--- src/rtl/pllc_pkg.sv ---
package pllc_pkg;

    localparam int ADDR_W = 3;

    // Register addresses; the order is fixed only by the bus map
    localparam logic [ADDR_W-1:0] ADR_CTRL    = 3'd0;
    localparam logic [ADDR_W-1:0] ADR_MULT_HI = 3'd1;
    localparam logic [ADDR_W-1:0] ADR_MULT_LO = 3'd2;
    localparam logic [ADDR_W-1:0] ADR_RANGE   = 3'd3;

    // Control register bit positions
    localparam int CTRL_ON_BIT  = 7;
    localparam int CTRL_SEL_BIT = 6;

    typedef struct packed {
        logic pll_on;
        logic vco_sel;
    } ctrl_bits_t;

endpackage

--- src/rtl/pllc_interlock.sv ---
module pllc_interlock
    import pllc_pkg::*;
(
    input  logic clk,
    input  logic rst_n,
    input  logic wr_ctrl,
    input  logic wr_on,
    input  logic wr_sel,
    output logic on_q,
    output logic sel_q
);

    ctrl_bits_t st_d, st_q;
    logic       on_req, sel_req, on_ok, sel_ok;

    always_comb begin
        st_d    = st_q;
        on_req  = wr_ctrl && (wr_on != st_q.pll_on);
        sel_req = wr_ctrl && (wr_sel != st_q.vco_sel);
        // power-down only while VCO not chosen
        on_ok   = on_req && (wr_on || !st_q.vco_sel);
        // select may move alone, and may be set only with PLL powered
        sel_ok  = sel_req && !on_req && (!wr_sel || st_q.pll_on);
        if (on_ok)  st_d.pll_on  = wr_on;
        if (sel_ok) st_d.vco_sel = wr_sel;
    end

    always_ff @(posedge clk or negedge rst_n) begin
        if (!rst_n) st_q <= '0;
        else        st_q <= st_d;
    end

    assign on_q  = st_q.pll_on;
    assign sel_q = st_q.vco_sel;

    AST_SEL_NEEDS_ON: assert property (@(posedge clk) disable iff (!rst_n)
        st_q.vco_sel |-> st_q.pll_on);
    AST_SEL_RISE_AFTER_ON: assert property (@(posedge clk) disable iff (!rst_n)
        $rose(st_q.vco_sel) |-> $past(st_q.pll_on));
    AST_ON_HELD_WHILE_SEL: assert property (@(posedge clk) disable iff (!rst_n)
        (st_q.pll_on && st_q.vco_sel) |=> st_q.pll_on);
    AST_NO_DUAL_FLIP: assert property (@(posedge clk) disable iff (!rst_n)
        !((st_q.pll_on != $past(st_q.pll_on)) &&
          (st_q.vco_sel != $past(st_q.vco_sel))));

endmodule

--- src/rtl/pllc_cfg_regs.sv ---
module pllc_cfg_regs
    import pllc_pkg::*;
#(
    parameter int DATA_W = 8,
    parameter int N_W    = 12,
    parameter int E_W    = 2,
    parameter int L_W    = 8,
    parameter logic [N_W-1:0] N_RST = 12'h030,
    parameter logic [L_W-1:0] L_RST = 8'h40
) (
    input  logic              clk,
    input  logic              rst_n,
    input  logic              wr_en,
    input  logic [ADDR_W-1:0] wr_addr,
    input  logic [DATA_W-1:0] wr_data,
    output logic [E_W-1:0]    e_q,
    output logic [N_W-1:0]    n_q,
    output logic [L_W-1:0]    l_q
);

    localparam int NHI_W = N_W - DATA_W;

    typedef struct packed {
        logic [E_W-1:0] e;
        logic [N_W-1:0] n;
        logic [L_W-1:0] l;
    } cfg_t;

    cfg_t cfg_d, cfg_q;

    always_comb begin
        cfg_d = cfg_q;
        if (wr_en) begin
            case (wr_addr)
                ADR_CTRL:    cfg_d.e                = wr_data[E_W-1:0];
                ADR_MULT_HI: cfg_d.n[N_W-1:DATA_W]  = wr_data[NHI_W-1:0];
                ADR_MULT_LO: cfg_d.n[DATA_W-1:0]    = wr_data;
                ADR_RANGE:   cfg_d.l                = wr_data[L_W-1:0];
                default:     cfg_d                  = cfg_q;
            endcase
        end
    end

    always_ff @(posedge clk or negedge rst_n) begin
        if (!rst_n) begin
            cfg_q.e <= '0;
            cfg_q.n <= N_RST;
            cfg_q.l <= L_RST;
        end else begin
            cfg_q <= cfg_d;
        end
    end

    assign e_q = cfg_q.e;
    assign n_q = cfg_q.n;
    assign l_q = cfg_q.l;

    AST_UNMAPPED_NO_WRITE: assert property (@(posedge clk) disable iff (!rst_n)
        (wr_en && wr_addr > ADR_RANGE) |=> $stable(cfg_q));

endmodule

--- src/rtl/pllc_effective.sv ---
module pllc_effective #(
    parameter int N_W = 12,
    parameter int L_W = 8
) (
    input  logic           on_q,
    input  logic           sel_q,
    input  logic [N_W-1:0] n_q,
    input  logic [L_W-1:0] l_q,
    output logic           pll_enable,
    output logic           vco_select,
    output logic [N_W-1:0] mult_eff
);

    logic range_ok;

    always_comb begin
        range_ok   = (l_q != '0);
        pll_enable = on_q && range_ok;
        vco_select = sel_q && on_q && range_ok;
        mult_eff   = (n_q == '0) ? N_W'(1) : n_q;
    end

endmodule

--- src/rtl/pllc_top.sv ---
module pllc_top
    import pllc_pkg::*;
#(
    parameter int DATA_W = 8,
    parameter int N_W    = 12,
    parameter int E_W    = 2,
    parameter int L_W    = 8
) (
    input  logic              clk,
    input  logic              rst_n,
    input  logic              wr_en,
    input  logic [2:0]        wr_addr,
    input  logic [DATA_W-1:0] wr_data,
    input  logic [2:0]        rd_addr,
    output logic [DATA_W-1:0] rd_data,
    output logic              pll_enable,
    output logic              vco_select,
    output logic [N_W-1:0]    mult_eff,
    output logic [E_W-1:0]    range_e,
    output logic [L_W-1:0]    range_l
);

    localparam int NHI_W = N_W - DATA_W;

    logic           on_q, sel_q, wr_ctrl;
    logic [E_W-1:0] e_q;
    logic [N_W-1:0] n_q;
    logic [L_W-1:0] l_q;

    assign wr_ctrl = wr_en && (wr_addr == ADR_CTRL);

    pllc_interlock u_lock (
        .clk     (clk),
        .rst_n   (rst_n),
        .wr_ctrl (wr_ctrl),
        .wr_on   (wr_data[CTRL_ON_BIT]),
        .wr_sel  (wr_data[CTRL_SEL_BIT]),
        .on_q    (on_q),
        .sel_q   (sel_q)
    );

    pllc_cfg_regs #(
        .DATA_W (DATA_W),
        .N_W    (N_W),
        .E_W    (E_W),
        .L_W    (L_W)
    ) u_cfg (
        .clk     (clk),
        .rst_n   (rst_n),
        .wr_en   (wr_en),
        .wr_addr (wr_addr),
        .wr_data (wr_data),
        .e_q     (e_q),
        .n_q     (n_q),
        .l_q     (l_q)
    );

    pllc_effective #(
        .N_W (N_W),
        .L_W (L_W)
    ) u_eff (
        .on_q       (on_q),
        .sel_q      (sel_q),
        .n_q        (n_q),
        .l_q        (l_q),
        .pll_enable (pll_enable),
        .vco_select (vco_select),
        .mult_eff   (mult_eff)
    );

    assign range_e = e_q;
    assign range_l = l_q;

    always_comb begin
        rd_data = '0;
        case (rd_addr)
            ADR_CTRL: begin
                rd_data[CTRL_ON_BIT]  = on_q;
                rd_data[CTRL_SEL_BIT] = sel_q;
                rd_data[E_W-1:0]      = e_q;
            end
            ADR_MULT_HI: rd_data[NHI_W-1:0] = n_q[N_W-1:DATA_W];
            ADR_MULT_LO: rd_data            = n_q[DATA_W-1:0];
            ADR_RANGE:   rd_data[L_W-1:0]   = l_q;
            default:     rd_data            = '0;
        endcase
    end

    AST_MULT_NEVER_ZERO: assert property (@(posedge clk) disable iff (!rst_n)
        mult_eff != '0);
    AST_L_ZERO_FORCES_XTAL: assert property (@(posedge clk) disable iff (!rst_n)
        (range_l == '0) |-> (!pll_enable && !vco_select));
    AST_VCO_NEEDS_ENABLE: assert property (@(posedge clk) disable iff (!rst_n)
        vco_select |-> pll_enable);

endmodule

--- config.mk ---
export PLATFORM = sky130hd
export DESIGN_NAME = pllc_top
export DESIGN_NICKNAME = d
export VERILOG_FILES = /design/src/rtl/pllc_pkg.sv /design/src/rtl/pllc_interlock.sv /design/src/rtl/pllc_cfg_regs.sv /design/src/rtl/pllc_effective.sv /design/src/rtl/pllc_top.sv
export SDC_FILE = /design/constraint.sdc
export NUM_CORES = 1
export LEC_CHECK = 0
export ABC_AREA = 1
export BUFFER_PORTS_ARGS = -buffer_cell sky130_fd_sc_hd__buf_2
export CAP_MARGIN = 10
export CORE_MARGIN = 1.5
export CORE_UTILIZATION = 49
export DETAILED_ROUTE_END_ITERATION = 8
export GPL_ROUTABILITY_DRIVEN = 0
export PLACE_DENSITY = 0.84
export REMOVE_ABC_BUFFERS = 1
export SYNTH_ARGS = -nofsm -noshare
export SYNTH_HDL_FRONTEND = slang
export SYNTH_SLANG_ARGS = --single-unit
--- constraint.sdc ---
create_clock -name clk -period 1.4 [get_ports clk]
set_clock_uncertainty 0.2 [all_clocks]
set_input_delay 0.28 -clock clk [delete_from_list [all_inputs] [get_ports clk]]
set_output_delay 0.28 -clock clk [all_outputs]
set_load 0.05 [all_outputs]
Word level (Yosys, flattened, before mapping)
Index checks and enable logic that the tools add are counted.

Bits in latches: 0. Bits in read-only memories: 0. Output and inout port bits: 32. Memory bits (writable): 0. Logic and storage cells: 41. Input bits: 17. Register bits after elaboration: 24. Memories kept: 0.

Shifts and indexed selects: 0. Reductions and logical operators: 22. $add $sub $neg: 0. Muxes and demuxes: 5. Equality and inequality tests: 8. Div/mod/pow operators: 0. Multiply operators: 0. Bitwise operators: 0. $lt $le $gt $ge: 0.

Operator list (count): == test 3 x 2 -> 1 bit, second input constant (4); zero test 12 bit (1); two-way mux 12 bit (1); one-hot mux 2 bit (3 select lines) (2); logical AND 1 bit (9); one-hot mux 2 bit (4 select lines) (1); AND reduction 2 bit (4); nonzero test 8 bit (1); == test 3 x 1 -> 1 bit, second input constant (2); zero test 3 bit (2); one-hot mux 2 bit (2 select lines) (1); zero test 1 bit (3); logical OR 1 bit (2); != test 1 bit (2).

Logic depth before layout (Yosys ltp)
Depth in word-level cells: 6. Gate-level depth with buffers: 6. Gate-level depth less buffers: 6.

By module
Synthesis repeated with hierarchy kept, for this count alone.

Cell total of the unflattened synthesis: 211. Area, all modules: 1465.2 sq um.

By module, submodules not included: pllc_cfg_regs (area an instance 914.6 sq um, sequential area each 554.3 sq um, instances 1, cells each 105); pllc_top (area an instance 306.5 sq um, sequential area each 0.0 sq um, instances 1, cells each 55); pllc_effective (area an instance 133.9 sq um, sequential area each 0.0 sq um, instances 1, cells each 35); pllc_interlock (area an instance 110.1 sq um, sequential area each 50.0 sq um, instances 1, cells each 16).

Worst setup path before layout
OpenSTA, ideal clock, no wires.

Path kind: register -> output. From: reg u_cfg.cfg_q, in the netlist u_cfg.l_q[6]. To: out vco_select. Arrival time: 1.922 ns. Required time: 0.920 ns. Setup slack: -1.002 ns. Stages on the path, launching flop included: 5. Path buffers: 0. Path through: dfstp_2 nor2_1 nand2_1 nor2_1 nor3_1.

Cells in the longest elaborated chain, start to end: 2.

Ends and longest elaborated chain: start: declaration (line pllc_cfg_regs.sv:29) `cfg_t cfg_d, cfg_q;`; start signal: assignment (line pllc_cfg_regs.sv:50) `cfg_q <= cfg_d;`; nonzero test 8 bit (line pllc_effective.sv:17) `range_ok = (l_q != '0);`; logical AND 1 bit (line pllc_effective.sv:19) `vco_select = sel_q && on_q && range_ok;`; end: declaration (line pllc_top.sv:17) `output logic vco_select,`.

No other way between the ends.

Worst setup path after layout
From: reg u_cfg.cfg_q, in the netlist u_cfg.n_q[9]. To: out mult_eff[0].

Cells in the longest elaborated chain, start to end: 2.

Ends and longest elaborated chain: zero test 12 bit (line pllc_effective.sv:20) `mult_eff = (n_q == '0) ? N_W'(1) : n_q;`; two-way mux 12 bit (line pllc_effective.sv:20); end: declaration (line pllc_top.sv:18) `output logic [N_W-1:0] mult_eff,`.

No other way between the ends.

==> impl_metrics.xml <==
<?xml version="1.0" encoding="UTF-8"?>
<metrics>
  <group name="floorplan">
    <metric name="core_area" unit="um^2">2710</metric>
    <metric name="die_width" unit="um">56.1</metric>
    <metric name="dieArea" unit="um^2">3150</metric>
    <metric name="initial_core_util" unit="%">51.0</metric>
    <metric name="num_io_pins" unit="">49</metric>
    <metric name="fp-row-count" unit="">19</metric>
    <metric name="dieHeight" unit="um">56.1</metric>
  </group>
  <group name="logic_synthesis">
    <metric name="netlist-cell-type-count" unit="">17</metric>
    <metric name="number_of_standard_cells_after_synthesis" unit="">182</metric>
    <metric name="area_share_of_the_leading_cell_type_in_the_synthesized_netlist" unit="%">38.0</metric>
    <metric name="mappedNetlistArea" unit="um^2">1380</metric>
    <metric name="synth_top_cell_by_area" unit="">sky130_fd_sc_hd__dfrtp_1</metric>
    <metric name="synthMostInstantiatedCell" unit="">sky130_fd_sc_hd__nand2_1</metric>
    <metric name="synth-async-reset-ratio" unit="%">100</metric>
    <metric name="synthTopCellsByArea" unit="">sky130_fd_sc_hd__dfrtp_1 (38%), sky130_fd_sc_hd__nand2_1 (15%), sky130_fd_sc_hd__o21ai_2 (10%)</metric>
    <metric name="ys_seq_elements" unit="">24</metric>
    <metric name="synthFlopType" unit="">sky130_fd_sc_hd__dfrtp_1</metric>
    <metric name="synth-edff-count" unit="">0</metric>
    <metric name="synth-seq-area-share" unit="%">43.8</metric>
    <metric name="synth.yosys.warnings" unit="">0</metric>
    <metric name="synth_commonest_cells" unit="">sky130_fd_sc_hd__nand2_1 (54), sky130_fd_sc_hd__inv_1 (23), sky130_fd_sc_hd__dfrtp_1 (21)</metric>
    <metric name="postSynthAreaPerCell" unit="um^2">7.59</metric>
  </group>
  <group name="sta">
    <metric name="setup_violations" unit="">32</metric>
    <metric name="fmax" unit="GHz">0.495</metric>
    <metric name="rsz0062_at_grt" unit="">yes</metric>
    <metric name="layout_setup_ws" unit="ns">-0.618</metric>
    <metric name="fin_hold_ws" unit="ns">0.0139</metric>
    <metric name="slew_viol_final" unit="">0</metric>
    <metric name="fin_tns_setup" unit="ns">-8.34</metric>
    <metric name="final_period_minus_worst_setup_slack" unit="ns">2.02</metric>
    <metric name="timing.final.crit_share" unit="%">144</metric>
    <metric name="max_slew.worst_pin.slew" unit="ns">0.551</metric>
    <metric name="worst_slew_margin_rel" unit="%">63.2</metric>
    <metric name="finalHoldViolations" unit="">0</metric>
  </group>
  <group name="route">
    <metric name="drt-pass1-iter-count" unit="">4</metric>
    <metric name="dr_total_vias" unit="">1599</metric>
    <metric name="detail-route-antenna-nets" unit="">0</metric>
    <metric name="drtIter0Drc" unit="">74</metric>
    <metric name="routed_wl" unit="um">5330</metric>
    <metric name="via_per_inst" unit="">5.46</metric>
    <metric name="drc" unit="">0</metric>
    <metric name="wire_per_inst" unit="um">18.2</metric>
  </group>
  <group name="power_and_ir_drop">
    <metric name="power_report.internal_total" unit="mW">2.01</metric>
    <metric name="power_density" unit="nW/um^2">1450</metric>
    <metric name="worst_ir_drop_vdd" unit="V">0.00154</metric>
    <metric name="portion_of_total_power_attributed_to_sequential_cells" unit="%">26.8</metric>
    <metric name="p_leak" unit="nW">1.31</metric>
    <metric name="netSwitchingPower" unit="mW">1.55</metric>
    <metric name="p_clk_share" unit="%">14.8</metric>
    <metric name="switching_share" unit="%">43.5</metric>
    <metric name="pwr-share-comb" unit="%">58.4</metric>
  </group>
  <group name="global_route">
    <metric name="grt-busiest-layer" unit="">met2</metric>
    <metric name="grt_pass1_wl" unit="um">7110</metric>
    <metric name="met3_routing_resource_usage_after_global_routing" unit="%">3.95</metric>
    <metric name="grt_usage" unit="%">29.5</metric>
    <metric name="globalRouteMet2Util" unit="%">54.6</metric>
    <metric name="antenna_found_initial" unit="">0</metric>
    <metric name="via_count_of_the_first_global_routing_pass" unit="">1558</metric>
    <metric name="grt_start_max_net_pins" unit="">25</metric>
    <metric name="total_gr_overflow" unit="">0</metric>
    <metric name="gr-usage-met1" unit="%">34.4</metric>
  </group>
  <group name="setup_path">
    <metric name="crit_required" unit="ns">0.92</metric>
    <metric name="regToRegEndpoint" unit="">u_cfg.n_q[8]</metric>
    <metric name="critical_path_class" unit="">register to output port</metric>
    <metric name="endpoint_kind" unit="">output port</metric>
    <metric name="delay_of_the_slowest_critical_path_stage" unit="ns">0.43</metric>
    <metric name="timing.rr.start" unit="">u_cfg.n_q[8]</metric>
    <metric name="worstRegToRegCells" unit="">5</metric>
    <metric name="worst_path_max_delay_cell" unit="">sky130_fd_sc_hd__dfrtp_1</metric>
    <metric name="cp.arrival" unit="ns">1.54</metric>
    <metric name="worstPathMaxFanout" unit="">2</metric>
    <metric name="worstSetupStartpointType" unit="">register</metric>
    <metric name="ff2ff_setup_slack" unit="ns">0.15</metric>
    <metric name="path_cells" unit="">nor2_2 &gt; nand2_1 &gt; nor2_1 &gt; nand2_1 &gt; nand2_1 &gt; buf_6</metric>
    <metric name="cpMostUsedCell" unit="">sky130_fd_sc_hd__nand2_1</metric>
  </group>
  <group name="layout">
    <metric name="nFillCells" unit="">109</metric>
    <metric name="nNetsFinal" unit="">280</metric>
    <metric name="antenna_cells_inserted" unit="">0</metric>
    <metric name="syn2layout_area_growth" unit="%">77.6</metric>
    <metric name="post_route_cells_drive_above_1_share" unit="%">54.2</metric>
  </group>
  <group name="hold_path">
    <metric name="worst_hold_path_type" unit="">input pin to register</metric>
    <metric name="hold_start" unit="">wr_data[6]</metric>
    <metric name="whs_endpoint" unit="">u_cfg.l_q[6]</metric>
    <metric name="hold_path_depth" unit="">3</metric>
  </group>
  <group name="status">
    <metric name="violations_in_the_final_reports" unit="">setup timing</metric>
    <metric name="run_status" unit="">finished with violations</metric>
  </group>
  <group name="clocking">
    <metric name="clock_sinks" unit="">24</metric>
    <metric name="cts.clk_slew.worst_paths" unit="ns">0.14</metric>
    <metric name="cts_max_path_buffers" unit="">2</metric>
    <metric name="cts-root-buf" unit="">sky130_fd_sc_hd__clkbuf_4</metric>
    <metric name="htree_num_levels" unit="">1</metric>
    <metric name="clk_latency" unit="ns">0.33</metric>
    <metric name="cts_inserted_buffers" unit="">3</metric>
    <metric name="tritoncts" unit="">built</metric>
  </group>
  <group name="placement">
    <metric name="dp.final_hpwl" unit="um">2530</metric>
    <metric name="number_of_port_buffers" unit="">48</metric>
  </group>
  <group name="flow_run">
    <metric name="number_of_max_cap_violations" unit="">0</metric>
  </group>
</metrics>
## layout make-up
class	instances	area [um^2]	share of cell area, %
tap	31	38.8	1.58
multi-input combinational	121	741	30.2
clock inverter	1	30.0	1.22
inverter	24	90.1	3.67
sequential	24	604	24.6
clock buffer	3	22.5	0.918
timing repair buffer	89	927	37.8
## how the worst max path moves through the flow
stage / cells past startpoint / endpoint / slack [ns] / startpoint
floorplan: 4 / vco_select / -1.00 / u_cfg.l_q[6]
global placement: 6 / rd_data[7] / -0.28 / rd_addr[2]
detailed placement: 7 / rd_data[6] / -0.32 / rd_addr[0]
CTS: 5 / vco_select / -0.46 / u_cfg.l_q[6]
global route: 6 / mult_eff[0] / -0.68 / u_cfg.n_q[9]
finish: 6 / mult_eff[0] / -0.62 / u_cfg.n_q[9]
## through the flow
step                      cells  power [mW]  setup WS, ns  area (um^2)  utilization, %
after floorplan             169        1.85         -1.00         1320               -
after global placement      271        2.29        -0.277         1770            65.3
after detailed placement    271        2.31        -0.315         1770            65.3
after CTS                   282        3.26        -0.455         2250            82.9
after global routing        293        3.68        -0.678         2450            90.5
final                       293        3.56        -0.618         2450            90.5
## what timing repair did
action / CTS / global route
endpoints found under the setup margin: 32 / 32
hold buffers: 2 / 2
gates cloned: 0 / 0
pin swaps: 9 / 3
buffers inserted: 7 / 17
endpoints found under the hold margin: 22 / 2
resized for setup: 112 / 39
## power groups by stage
stage | Clock, mW | Sequential [mW] | Combinational (mW)
after global routing | 0.557 | 0.962 | 2.16
after detailed placement | 0 | 0.929 | 1.38
after floorplan | 0 | 1.37 | 0.483
after global placement | 0 | 0.923 | 1.37
after CTS | 0.506 | 0.935 | 1.82
final | 0.527 | 0.954 | 2.08
## cell usage in the layout, fill, tap and decap left out
cell	netlist	final
sky130_fd_sc_hd__bufinv_16	0	1
sky130_fd_sc_hd__inv_1	23	19
sky130_fd_sc_hd__clkbuf_4	0	3
sky130_fd_sc_hd__dlygate4sd3_1	0	4
sky130_fd_sc_hd__o21ai_0	5	3
sky130_fd_sc_hd__buf_2	0	16
sky130_fd_sc_hd__nand2_4	0	4
sky130_fd_sc_hd__nand2_1	54	46
sky130_fd_sc_hd__nor3_1	3	2
sky130_fd_sc_hd__dfrtp_1	21	21
sky130_fd_sc_hd__nor2_2	0	2
sky130_fd_sc_hd__nor2_1	16	14
sky130_fd_sc_hd__o21ai_2	16	18
sky130_fd_sc_hd__nand3_4	2	4
sky130_fd_sc_hd__nor2_8	1	1
sky130_fd_sc_hd__nor3_2	0	1
sky130_fd_sc_hd__nand3_2	0	7
sky130_fd_sc_hd__dfstp_2	3	3
sky130_fd_sc_hd__buf_8	0	21
sky130_fd_sc_hd__buf_4	0	13
sky130_fd_sc_hd__a21oi_1	2	2
sky130_fd_sc_hd__inv_2	1	5
sky130_fd_sc_hd__nand2_2	4	8
sky130_fd_sc_hd__nand3_1	14	5
sky130_fd_sc_hd__o21ai_1	4	4
sky130_fd_sc_hd__buf_6	2	35
## worst max-delay path: cells and delay by family, from the launching register on
| family | cells | cell delay, ns |
|---|---|---|
| AND/OR/NAND/NOR | 5 | 0.61 |
| flip-flops | 1 | 0.43 |
| buffers and inverters | 1 | 0.17 |
## kinds of logic (layout without fill, tap and decap cells)
family,after synthesis,in the layout,synth area share (%)
flip-flops,24,24,43.8
buffers and inverters,37,117,11.1
AO/OA/AOI/OAI,27,27,14.1
AND/OR/NAND/NOR,94,94,31.0
## registers in the layout, indices dropped and copies added (netlist names)
| signal | cells |
|---|---|
| u_cfg.n_q | 12 |
| u_cfg.l_q | 8 |
| u_cfg.e_q | 2 |
| u_lock.on_q | 1 |
| u_lock.sel_q | 1 |
## routing by layer
metal / vias to the layer above / wire length (um)
met1: 772 / 1950
met5: - / 0
met2: 85 / 2860
met3: 19 / 293
met4: 0 / 216
li1: 723 / -
Note: power is estimated with default switching activity, not from simulation.
